==> src/rtl/sdram_seq_pkg.sv <==
package sdram_seq_pkg;

    typedef enum logic [2:0] {
        MD_NORMAL = 3'd0,
        MD_CLK_ON = 3'd1,
        MD_PALL   = 3'd2,
        MD_AREF   = 3'd3,
        MD_LMR    = 3'd4,
        MD_SREF   = 3'd5,
        MD_PDOWN  = 3'd6,
        MD_RSVD   = 3'd7
    } mode_e;

    typedef enum logic [1:0] {
        ST_IDLE  = 2'd0,
        ST_ISSUE = 2'd1,
        ST_WAIT  = 2'd2
    } state_e;

    // pin code {ras_n, cas_n, we_n}
    typedef struct packed {
        logic ras_n;
        logic cas_n;
        logic we_n;
    } pin_cmd_t;

    localparam pin_cmd_t PC_NOP  = '{1'b1, 1'b1, 1'b1};
    localparam pin_cmd_t PC_PALL = '{1'b0, 1'b1, 1'b0};
    localparam pin_cmd_t PC_AREF = '{1'b0, 1'b0, 1'b1};
    localparam pin_cmd_t PC_LMR  = '{1'b0, 1'b0, 1'b0};

    // command word layout
    localparam int unsigned DEV2_BIT = 3;
    localparam int unsigned DEV1_BIT = 4;
    localparam int unsigned NRFS_LSB = 5;
    localparam int unsigned MRV_LSB  = 9;
    localparam int unsigned BUSY_BIT = 5;
    localparam int unsigned AP_BIT   = 10;

    // timing field slots (slot * field width = bit offset)
    localparam int unsigned TS_MRD = 0;
    localparam int unsigned TS_XSR = 1;
    localparam int unsigned TS_RC  = 3;
    localparam int unsigned TS_RP  = 5;

endpackage

==> src/rtl/sdram_seq_regs.sv <==
module sdram_seq_regs
    import sdram_seq_pkg::*;
#(
    parameter int unsigned ADDR_W = 13,
    parameter int unsigned NRFS_W = 4,
    parameter int unsigned TF_W   = 4
) (
    input  logic              clk,
    input  logic              rst_n,
    input  logic              wr_en,
    input  logic [1:0]        sel,
    input  logic [31:0]       wdata,
    input  logic              busy,
    output logic              start,
    output mode_e             mode,
    output logic              dev1,
    output logic              dev2,
    output logic [NRFS_W-1:0] nrfs,
    output logic [ADDR_W-1:0] mrv,
    output logic [TF_W-1:0]   t_mrd,
    output logic [TF_W-1:0]   t_xsr,
    output logic [TF_W-1:0]   t_rc,
    output logic [TF_W-1:0]   t_rp,
    output logic [31:0]       cmd_word,
    output logic [31:0]       rdata
);

    logic [31:0] cmd_q;
    logic [31:0] tim_q;

    assign start = wr_en && (sel == 2'd0) && !busy;

    always_ff @(posedge clk or negedge rst_n) begin
        if (!rst_n) begin
            cmd_q <= '0;
            tim_q <= '0;
        end else begin
            if (start)
                cmd_q <= wdata;
            if (wr_en && (sel == 2'd1))
                tim_q <= wdata;
        end
    end

    assign mode     = mode_e'(cmd_q[2:0]);
    assign dev1     = cmd_q[DEV1_BIT];
    assign dev2     = cmd_q[DEV2_BIT];
    assign nrfs     = cmd_q[NRFS_LSB +: NRFS_W];
    assign mrv      = cmd_q[MRV_LSB +: ADDR_W];
    assign t_mrd    = tim_q[TS_MRD*TF_W +: TF_W];
    assign t_xsr    = tim_q[TS_XSR*TF_W +: TF_W];
    assign t_rc     = tim_q[TS_RC*TF_W +: TF_W];
    assign t_rp     = tim_q[TS_RP*TF_W +: TF_W];
    assign cmd_word = cmd_q;

    always_comb begin
        unique case (sel)
            2'd0:    rdata = cmd_q;
            2'd1:    rdata = tim_q;
            2'd2:    rdata = 32'(busy) << BUSY_BIT;
            default: rdata = '0;
        endcase
    end

endmodule

==> src/rtl/sdram_seq_fsm.sv <==
module sdram_seq_fsm
    import sdram_seq_pkg::*;
#(
    parameter int unsigned NRFS_W = 4,
    parameter int unsigned TF_W   = 4
) (
    input  logic              clk,
    input  logic              rst_n,
    input  logic              start,
    input  mode_e             mode,
    input  logic [NRFS_W-1:0] nrfs,
    input  logic [TF_W-1:0]   t_mrd,
    input  logic [TF_W-1:0]   t_xsr,
    input  logic [TF_W-1:0]   t_rc,
    input  logic [TF_W-1:0]   t_rp,
    output state_e            state,
    output logic              busy,
    output logic              cke
);

    state_e            state_q, state_d;
    logic [TF_W-1:0]   cnt_q;
    logic [NRFS_W-1:0] done_q;
    logic              cke_q;
    logic              sref_q;
    logic [TF_W-1:0]   win;
    logic              more_refs;

    // wait window (field value) after the current command cycle
    always_comb begin
        unique case (mode)
            MD_PALL:   win = t_rp;
            MD_AREF:   win = t_rc;
            MD_LMR:    win = t_mrd;
            MD_NORMAL: win = sref_q ? t_xsr : '0;
            default:   win = '0;
        endcase
    end

    assign more_refs = (mode == MD_AREF) && (done_q != nrfs);

    always_comb begin
        state_d = state_q;
        unique case (state_q)
            ST_IDLE:  state_d = start ? ST_ISSUE : ST_IDLE;
            ST_ISSUE: begin
                if (win != '0)
                    state_d = ST_WAIT;
                else if (more_refs)
                    state_d = ST_ISSUE;
                else
                    state_d = ST_IDLE;
            end
            ST_WAIT: begin
                if (cnt_q != '0)
                    state_d = ST_WAIT;
                else if (more_refs)
                    state_d = ST_ISSUE;
                else
                    state_d = ST_IDLE;
            end
            default:  state_d = ST_IDLE;
        endcase
    end

    always_ff @(posedge clk or negedge rst_n) begin
        if (!rst_n) begin
            state_q <= ST_IDLE;
            cnt_q   <= '0;
            done_q  <= '0;
            cke_q   <= 1'b0;
            sref_q  <= 1'b0;
        end else begin
            state_q <= state_d;
            if (state_q == ST_IDLE && start)
                done_q <= '0;
            else if (state_q != ST_IDLE && state_d == ST_ISSUE)
                done_q <= done_q + NRFS_W'(1);
            if (state_q == ST_ISSUE)
                cnt_q <= win - TF_W'(1);
            else if (state_q == ST_WAIT && cnt_q != '0)
                cnt_q <= cnt_q - TF_W'(1);
            if (state_q == ST_ISSUE) begin
                unique case (mode)
                    MD_NORMAL, MD_CLK_ON: begin
                        cke_q  <= 1'b1;
                        sref_q <= 1'b0;
                    end
                    MD_SREF: begin
                        cke_q  <= 1'b0;
                        sref_q <= 1'b1;
                    end
                    MD_PDOWN: cke_q <= 1'b0;
                    default: ;
                endcase
            end
        end
    end

    always_comb begin
        cke = cke_q;
        if (state_q == ST_ISSUE) begin
            unique case (mode)
                MD_NORMAL, MD_CLK_ON: cke = 1'b1;
                MD_SREF, MD_PDOWN:    cke = 1'b0;
                default:              cke = cke_q;
            endcase
        end
    end

    assign state = state_q;
    assign busy  = (state_q != ST_IDLE);

endmodule

==> src/rtl/sdram_seq_pins.sv <==
module sdram_seq_pins
    import sdram_seq_pkg::*;
#(
    parameter int unsigned ADDR_W = 13
) (
    input  state_e            state,
    input  mode_e             mode,
    input  logic              dev1,
    input  logic              dev2,
    input  logic [ADDR_W-1:0] mrv,
    output logic [1:0]        cs_n,
    output logic              ras_n,
    output logic              cas_n,
    output logic              we_n,
    output logic [ADDR_W-1:0] addr
);

    pin_cmd_t pc;

    always_comb begin
        pc   = PC_NOP;
        addr = '0;
        if (state == ST_ISSUE) begin
            unique case (mode)
                MD_PALL: begin
                    pc           = PC_PALL;
                    addr[AP_BIT] = 1'b1;
                end
                MD_AREF, MD_SREF: pc = PC_AREF;
                MD_LMR: begin
                    pc   = PC_LMR;
                    addr = mrv;
                end
                default: pc = PC_NOP;
            endcase
        end
    end

    assign ras_n = pc.ras_n;
    assign cas_n = pc.cas_n;
    assign we_n  = pc.we_n;
    assign cs_n  = {~dev2, ~dev1};

endmodule

==> src/rtl/sdram_cmd_seq.sv <==
module sdram_cmd_seq
    import sdram_seq_pkg::*;
#(
    parameter int unsigned ADDR_W = 13,
    parameter int unsigned NRFS_W = 4,
    parameter int unsigned TF_W   = 4
) (
    input  logic              clk,
    input  logic              rst_n,
    input  logic              bus_we,
    input  logic [1:0]        bus_sel,
    input  logic [31:0]       bus_wdata,
    output logic [31:0]       bus_rdata,
    output logic              sd_cke,
    output logic [1:0]        sd_cs_n,
    output logic              sd_ras_n,
    output logic              sd_cas_n,
    output logic              sd_we_n,
    output logic [ADDR_W-1:0] sd_addr
);

    logic              start;
    logic              busy;
    mode_e             mode;
    state_e            state;
    logic              dev1, dev2;
    logic [NRFS_W-1:0] nrfs;
    logic [ADDR_W-1:0] mrv;
    logic [TF_W-1:0]   t_mrd, t_xsr, t_rc, t_rp;
    logic [31:0]       cmd_word;

    sdram_seq_regs #(.ADDR_W(ADDR_W), .NRFS_W(NRFS_W), .TF_W(TF_W)) u_regs (
        .clk(clk), .rst_n(rst_n), .wr_en(bus_we), .sel(bus_sel),
        .wdata(bus_wdata), .busy(busy), .start(start), .mode(mode),
        .dev1(dev1), .dev2(dev2), .nrfs(nrfs), .mrv(mrv),
        .t_mrd(t_mrd), .t_xsr(t_xsr), .t_rc(t_rc), .t_rp(t_rp),
        .cmd_word(cmd_word), .rdata(bus_rdata)
    );

    sdram_seq_fsm #(.NRFS_W(NRFS_W), .TF_W(TF_W)) u_fsm (
        .clk(clk), .rst_n(rst_n), .start(start), .mode(mode), .nrfs(nrfs),
        .t_mrd(t_mrd), .t_xsr(t_xsr), .t_rc(t_rc), .t_rp(t_rp),
        .state(state), .busy(busy), .cke(sd_cke)
    );

    sdram_seq_pins #(.ADDR_W(ADDR_W)) u_pins (
        .state(state), .mode(mode), .dev1(dev1), .dev2(dev2), .mrv(mrv),
        .cs_n(sd_cs_n), .ras_n(sd_ras_n), .cas_n(sd_cas_n), .we_n(sd_we_n),
        .addr(sd_addr)
    );

endmodule

==> config.mk <==
export PLATFORM = sky130hd
export DESIGN_NAME = sdram_cmd_seq
export DESIGN_NICKNAME = d
export VERILOG_FILES = /design/src/rtl/sdram_seq_pkg.sv /design/src/rtl/sdram_seq_regs.sv /design/src/rtl/sdram_seq_fsm.sv /design/src/rtl/sdram_seq_pins.sv /design/src/rtl/sdram_cmd_seq.sv
export SDC_FILE = /design/constraint.sdc
export NUM_CORES = 1
export LEC_CHECK = 0
export BUFFER_PORTS_ARGS = -buffer_cell sky130_fd_sc_hd__buf_4
export CORE_MARGIN = 5
export CORE_UTILIZATION = 50
export DETAILED_ROUTE_END_ITERATION = 10
export PLACE_DENSITY_LB_ADDON = 0.08
export SETUP_SLACK_MARGIN = 0.15
export SLEW_MARGIN = 15
export SYNTH_ARGS = -nofsm -noshare
export SYNTH_HDL_FRONTEND = slang
export SYNTH_SLANG_ARGS = --single-unit
==> constraint.sdc <==
create_clock -name clk -period 2.8 [get_ports clk]
set_input_delay 0.28 -clock clk [delete_from_list [all_inputs] [get_ports clk]]
set_output_delay 0.28 -clock clk [all_outputs]
set_load 0.005 [all_outputs]
### Word-level counts from Yosys, hierarchy flattened

Index checks and enable logic that the tools add are counted.

* bits in registers: 76
* bits of input ports: 37
* output and inout port bits: 51
* logic and storage cells: 66

* add/subtract/negate cells: 3
* equal/unequal tests: 12
* muxes and demuxes: 21
* bitwise logic cells: 2
* reduce and logical (&&, ||, !) cells: 21

Operator list (count)
* one-hot mux 32 bit (3 select lines): 1
* two-way mux 4 bit: 5
* one-hot mux 4 bit (4 select lines): 1
* two-way mux 13 bit: 1
* two-way mux 10 bit: 1
* equality test 3 bit (second input constant): 3
* one-hot mux 3 bit (3 select lines): 1
* nonzero test 2 bit: 4
* nonzero test 4 bit: 2
* subtractor 4 x 1 -> 4 bit (second input constant): 2
* logical AND 1 bit: 7
* equality test 2 x 1 -> 1 bit (second input constant): 3
* equality test 3 x 2 -> 1 bit (second input constant): 2
* two-way mux 2 bit: 3
* one-hot mux 1 bit (2 select lines): 3
* one-hot mux 2 bit (3 select lines): 1
* OR reduction 2 bit: 3
* adder 4 x 1 -> 4 bit (second input constant): 1
* equality test 2 bit (second input constant): 2
* zero test 2 bit: 2
* != test 4 bit: 1
* equality test 3 x 1 -> 1 bit (second input constant): 1
* zero test 3 bit: 1
* two-way mux 1 bit: 3
* other kinds (4): 5

### Depth between registers and ports, before layout

* word-level depth: 9
* depth in mapped cells: 8
* depth with buffers taken out: 6

### By module

Synthesis repeated with hierarchy kept, for this count alone.

* cells, all modules: 368
* area total of the unflattened synthesis: 4336.7 µm²

Modules (own cells, without submodules)
* sdram_seq_regs: instances 1, cells each 247, area each 3178.0 µm², sequential area each 1601.5 µm²
* sdram_seq_fsm: instances 1, cells each 93, area each 904.6 µm², sequential area each 300.3 µm²
* sdram_seq_pins: instances 1, cells each 28, area each 254.0 µm², sequential area each 0.0 µm²

### Worst setup path after synthesis

No wires, ideal clock.

* path type: flip-flop to flip-flop
* from: register u_regs.cmd_q[0] (netlist: u_regs.cmd_word[0])
* to: register u_fsm.done_q[3]
* library setup time: 76 ps
* data arrival time: 1902 ps
* required time: 2724 ps
* slack: 822 ps
* cell stages (with the launch flop): 8
* buffers on the path: 1
* period minus slack after synthesis: 1978 ps
* path through: dfrtp_1 > buf_6 > mux2_4 > a22oi_2 > nand3_1 > or4_4 > a2111o_1 > o21ai_1

* word-level cells in the longest chain between the ends: 8
* elaborated cells between the ends (all ways): 14
* those cells by class: eq/ne (4); mux (5); reduce/logical (5)

RTL lines
* start, declared: RTL line sdram_seq_regs.sv:28 `logic [31:0] cmd_q;`
* start signal, assigned: RTL line sdram_seq_regs.sv:39 `cmd_q <= wdata;`
* equality test 3 bit, or another cell as far along: RTL line sdram_seq_fsm.sv:31 `unique case (mode)`
* one-hot mux 4 bit (4 select lines) / logical AND 1 bit (equally long branches): RTL line sdram_seq_fsm.sv:31, sdram_seq_fsm.sv:40
* nonzero test 4 bit / two-way mux 1 bit (equally long branches): RTL line sdram_seq_fsm.sv:47, sdram_seq_fsm.sv:49, sdram_seq_fsm.sv:57
* two-way mux 2 bit, on equally long branches: RTL line sdram_seq_fsm.sv:47, sdram_seq_fsm.sv:55
* one-hot mux 2 bit (3 select lines) *: RTL line sdram_seq_fsm.sv:44 `unique case (state_q)`
* equality test 2 x 1 -> 1 bit *: RTL line sdram_seq_fsm.sv:77 `else if (state_q != ST_IDLE && state_d == ST_ISSUE)`
* logical AND 1 bit *: RTL line sdram_seq_fsm.sv:77
* nonzero test 2 bit (no line) *
* end signal, assigned: RTL line sdram_seq_fsm.sv:78 `done_q <= done_q + NRFS_W'(1);`
* end, declared: RTL line sdram_seq_fsm.sv:23 `logic [NRFS_W-1:0] done_q;`

Every way passes the cells marked *; elsewhere a longest branch is shown, timed or not.
A chain may end at the register's enable or synchronous reset.

### Final worst setup path

Same ends and word-level chain as after synthesis.

==> results.tsv <==
stage	metric	value	unit
synthesis	ys_warn_count	0	
clocking	clockRootBuffer	clkbuf_8	
finish	area_growth	24.9	%
route	routed_wl	9.71	mm
critical_path	slowest_delay	0.72	ns
power	p_clk_frac	0.252	
global_routing	grt_pass1_wl	16.1	mm
power	power.share.sequential	0.439	
power	vdd_drop_max	388	uV
power	p_comb_frac	0.310	
sta	fmaxAchievable	0.421	GHz
synthesis	synth_seq_cells	76	
critical_path	reg2reg_from	u_regs.cmd_word[0]$_DFFE_PN0P_	
clocking	tritoncts	yes	
floorplanning	coreArea	7650	um^2
route	via_per_inst	5.46	
critical_path	worstPathCellList	nor3b_2, buf_4, a22oi_2, nand3_1, or4_4, a2111o_1, o21ai_1	
sta	rsz0062_at_grt	no	
clocking	post-cts-setup-buffers	0	
critical_path	critPathMaxFanout	16	
power	finalPower	3970	uW
global_routing	overflow	0	
power	pwr_density_cell	816	nW/um^2
status	status	completed	
route	post-route-drc-count	0	
sta	slew_violations	0	
synthesis	avgSynthCellArea	9.81	um^2
clocking	cts_resized	0	
clocking	clk_pin_slew	0.08	ns
placed_design	dp_hpwl	6.52	mm
sta	setup_viol	0	
critical_path	cp_slowest_cell	dfrtp_1	
sta	slew_headroom	0.357	
placed_design	dp_cells	567	
critical_path	startpoint	u_regs.cmd_word[0]$_DFFE_PN0P_	
route	post_drt_wl_per_cell	16.7	um
floorplanning	rows	32	
global_routing	first_global_vias	3295	
critical_path	start_kind	flip-flop	
sta	fin_crit	2.37	ns
critical_path	r2r_cells	7	
route	num_vias	3180	
global_routing	antenna_found_initial	0	
job	maxCapViolations	0	
placed_design	gp_congestion	0.908	
critical_path	worst-path-buf-inv	1	
sta	post-route-period-util	0.848	
finish	finalInstanceArea	4860	um^2
power	internal_power	2650	uW
clocking	cts_hold_buf	0	
finish	stdcell_count	582	
synthesis	seq_area_frac_synth	0.488	
critical_path	worst_ep_arrival_time	2.65	ns
finish	final_layout_size_suffix_gt1_frac	0.248	
sta	clock_skew	0.0117	ns
critical_path	endpoint_kind	flip-flop	
floorplanning	ios	88	
power	p_leak	0.00246	uW
route	drtIter0Drc	146	
critical_path	cp.depth	7	
global_routing	grt_usage	0.208	
critical_path	cp_top_family	flip-flops	
route	antenna_left	0	
route	drtPass1Iterations	4	
critical_path	crit_type	flip-flop to flip-flop	
synthesis	netlist_area	3890	um^2
floorplanning	initial_core_util	0.509	
clocking	cts_buffers	9	
clocking	clock_sinks	76	
global_routing	grt_max_degree	77	
hold_path	worstHoldPathType	primary input to async pin	
power	p_sw_frac	0.334	
clocking	clk_latency	0.36	ns
placed_design	place_area	4630	um^2
synthesis	synth.distinct_cells	39	
floorplanning	dieWidth	98.2	um
sta	finalHoldViolCount	0	
clocking	cts_buffer_depth	2	
sta	finalSetupTns	0	ns
finish	nets	516	
synthesis	synth_nets	437	
clocking	htree_levels	3	
placed_design	portBuffers	87	
sta	worstMarginPinSlew	0.964	ns
power	power.switching	1320	uW
floorplanning	dieArea	9650	um^2
floorplanning	die_h	98.2	um
finish	antennaDiodeCount	0	
critical_path	worst_ep_required_time	3.08	ns
synthesis	synthCells	397	
[cell usage after synthesis]
cell	count	area [um^2]
a2111o_1	1	11.3
a21o_1	1	7.51
a21oi_1	8	40.0
a22oi_2	3	37.5
a31oi_1	1	6.26
a32o_1	1	10.0
and3_1	13	81.3
buf_1	2	7.51
buf_2	2	10.0
buf_6	1	11.3
clkbuf_1	21	78.8
dfrtp_1	76	1900
ha_1	3	37.5
inv_1	6	22.5
mux2_1	32	360
mux2_2	1	11.3
mux2_4	3	45.0
mux2i_1	36	360
nand2_1	102	383
nand2b_1	6	37.5
nand3_1	3	15.0
nand3b_1	1	7.51
nand4_1	3	18.8
nor2_1	37	139
nor2b_1	3	18.8
nor3_1	2	10.0
nor3b_2	1	12.5
nor4_1	1	6.26
nor4_2	1	12.5
nor4b_1	1	8.76
o211ai_1	3	22.5
o21ai_0	1	5.00
o21ai_1	8	40.0
o2bb2ai_1	3	26.3
o31ai_1	1	7.51
o41a_1	1	11.3
or4_1	1	7.51
or4_4	1	11.3
xnor2_1	6	52.6
[path summary, 6_finish.rpt]
| kind | end | slack [ns] |
|---|---|---|
| setup / recovery | u_fsm.done_q[3]$_DFFE_PN0P_ | 0.43 |
| hold / removal | u_regs.tim_q[14]$_DFFE_PN0P_ | 0.07 |
| setup reg to reg | u_fsm.done_q[3]$_DFFE_PN0P_ | 0.43 |
| hold reg to reg | u_regs.cmd_word[22]$_DFFE_PN0P_ | 0.48 |
| max in group asynchronous | u_regs.tim_q[3]$_DFFE_PN0P_ | 2.10 |
| min in group clk | u_regs.cmd_word[24]$_DFFE_PN0P_ | 0.11 |
[layout by cell type, fill, tap and decap left out, drive strengths merged, types with 6 or more instances in the layout]
| cell | n |
|---|---|
| buf | 94 |
| inv | 7 |
| mux2 | 36 |
| nand2b | 6 |
| xnor2 | 6 |
| a21oi | 8 |
| o21ai | 9 |
| clkbuf | 9 |
| mux2i | 36 |
| nor2 | 37 |
| dfrtp | 76 |
| and3 | 13 |
| nand2 | 102 |
[state kept, by name, indices dropped and copies added, names as in the netlist]
name and flops:
u_fsm.cnt_q 4, u_fsm.sref_q 1, u_regs.tim_q 32, u_fsm.state 2, u_fsm.cke_q 1, u_regs.cmd_word 32, u_fsm.done_q 4
[layer usage]
layer,up-vias,track usage,part of all wire
met1,1552,0.263,0.42
met3,22,0.0636,0.060
li1,1493,-,-
met4,0,0.0683,0.022
met5,-,0,0
met2,113,0.342,0.49
[power groups by stage]
stage	registers (uW)	clock network (uW)	logic, uW
5_1_grt	1790	1070	1390
3_3_place_gp	1750	0	1200
2_1_floorplan	1630	0	886
4_1_cts	1740	1020	1240
3_5_place_dp	1760	0	1240
6_report	1740	999	1230
[cell families (layout without fill, tap and decap cells)]
family	count (synthesis)	count (layout)	share of synthesized area
AND/OR/NAND/NOR	176	176	0.198
flip-flops	76	76	0.488
multiplexers	72	72	0.200
buffers and inverters	32	115	0.0334
XOR/XNOR	6	6	0.0135
AO/OA/AOI/OAI	32	32	0.0578
adder cells (fa/ha/maj)	3	3	0.00964
[metrics by stage]
| step | hold slack [ns] | utilization | worst slack (ns) |
|---|---|---|---|
| global route | 0.101 | 0.636 | 0.231 |
| global placement | 0.459 | 0.605 | 0.490 |
| finish | 0.0656 | 0.636 | 0.427 |
| floorplan | -0.0156 | - | 0.822 |
| detailed placement | 0.463 | 0.605 | 0.433 |
| CTS | 0.102 | 0.636 | 0.435 |
[final cells by class]
class	instances	area, um^2
fill	658	2780
sequential	76	1900
multi-input combinational	289	1870
timing repair buffer	94	706
tap	102	128
clock buffer	9	124
clock inverter	6	113
inverter	6	22.5
(Power assumes the default switching activity.)
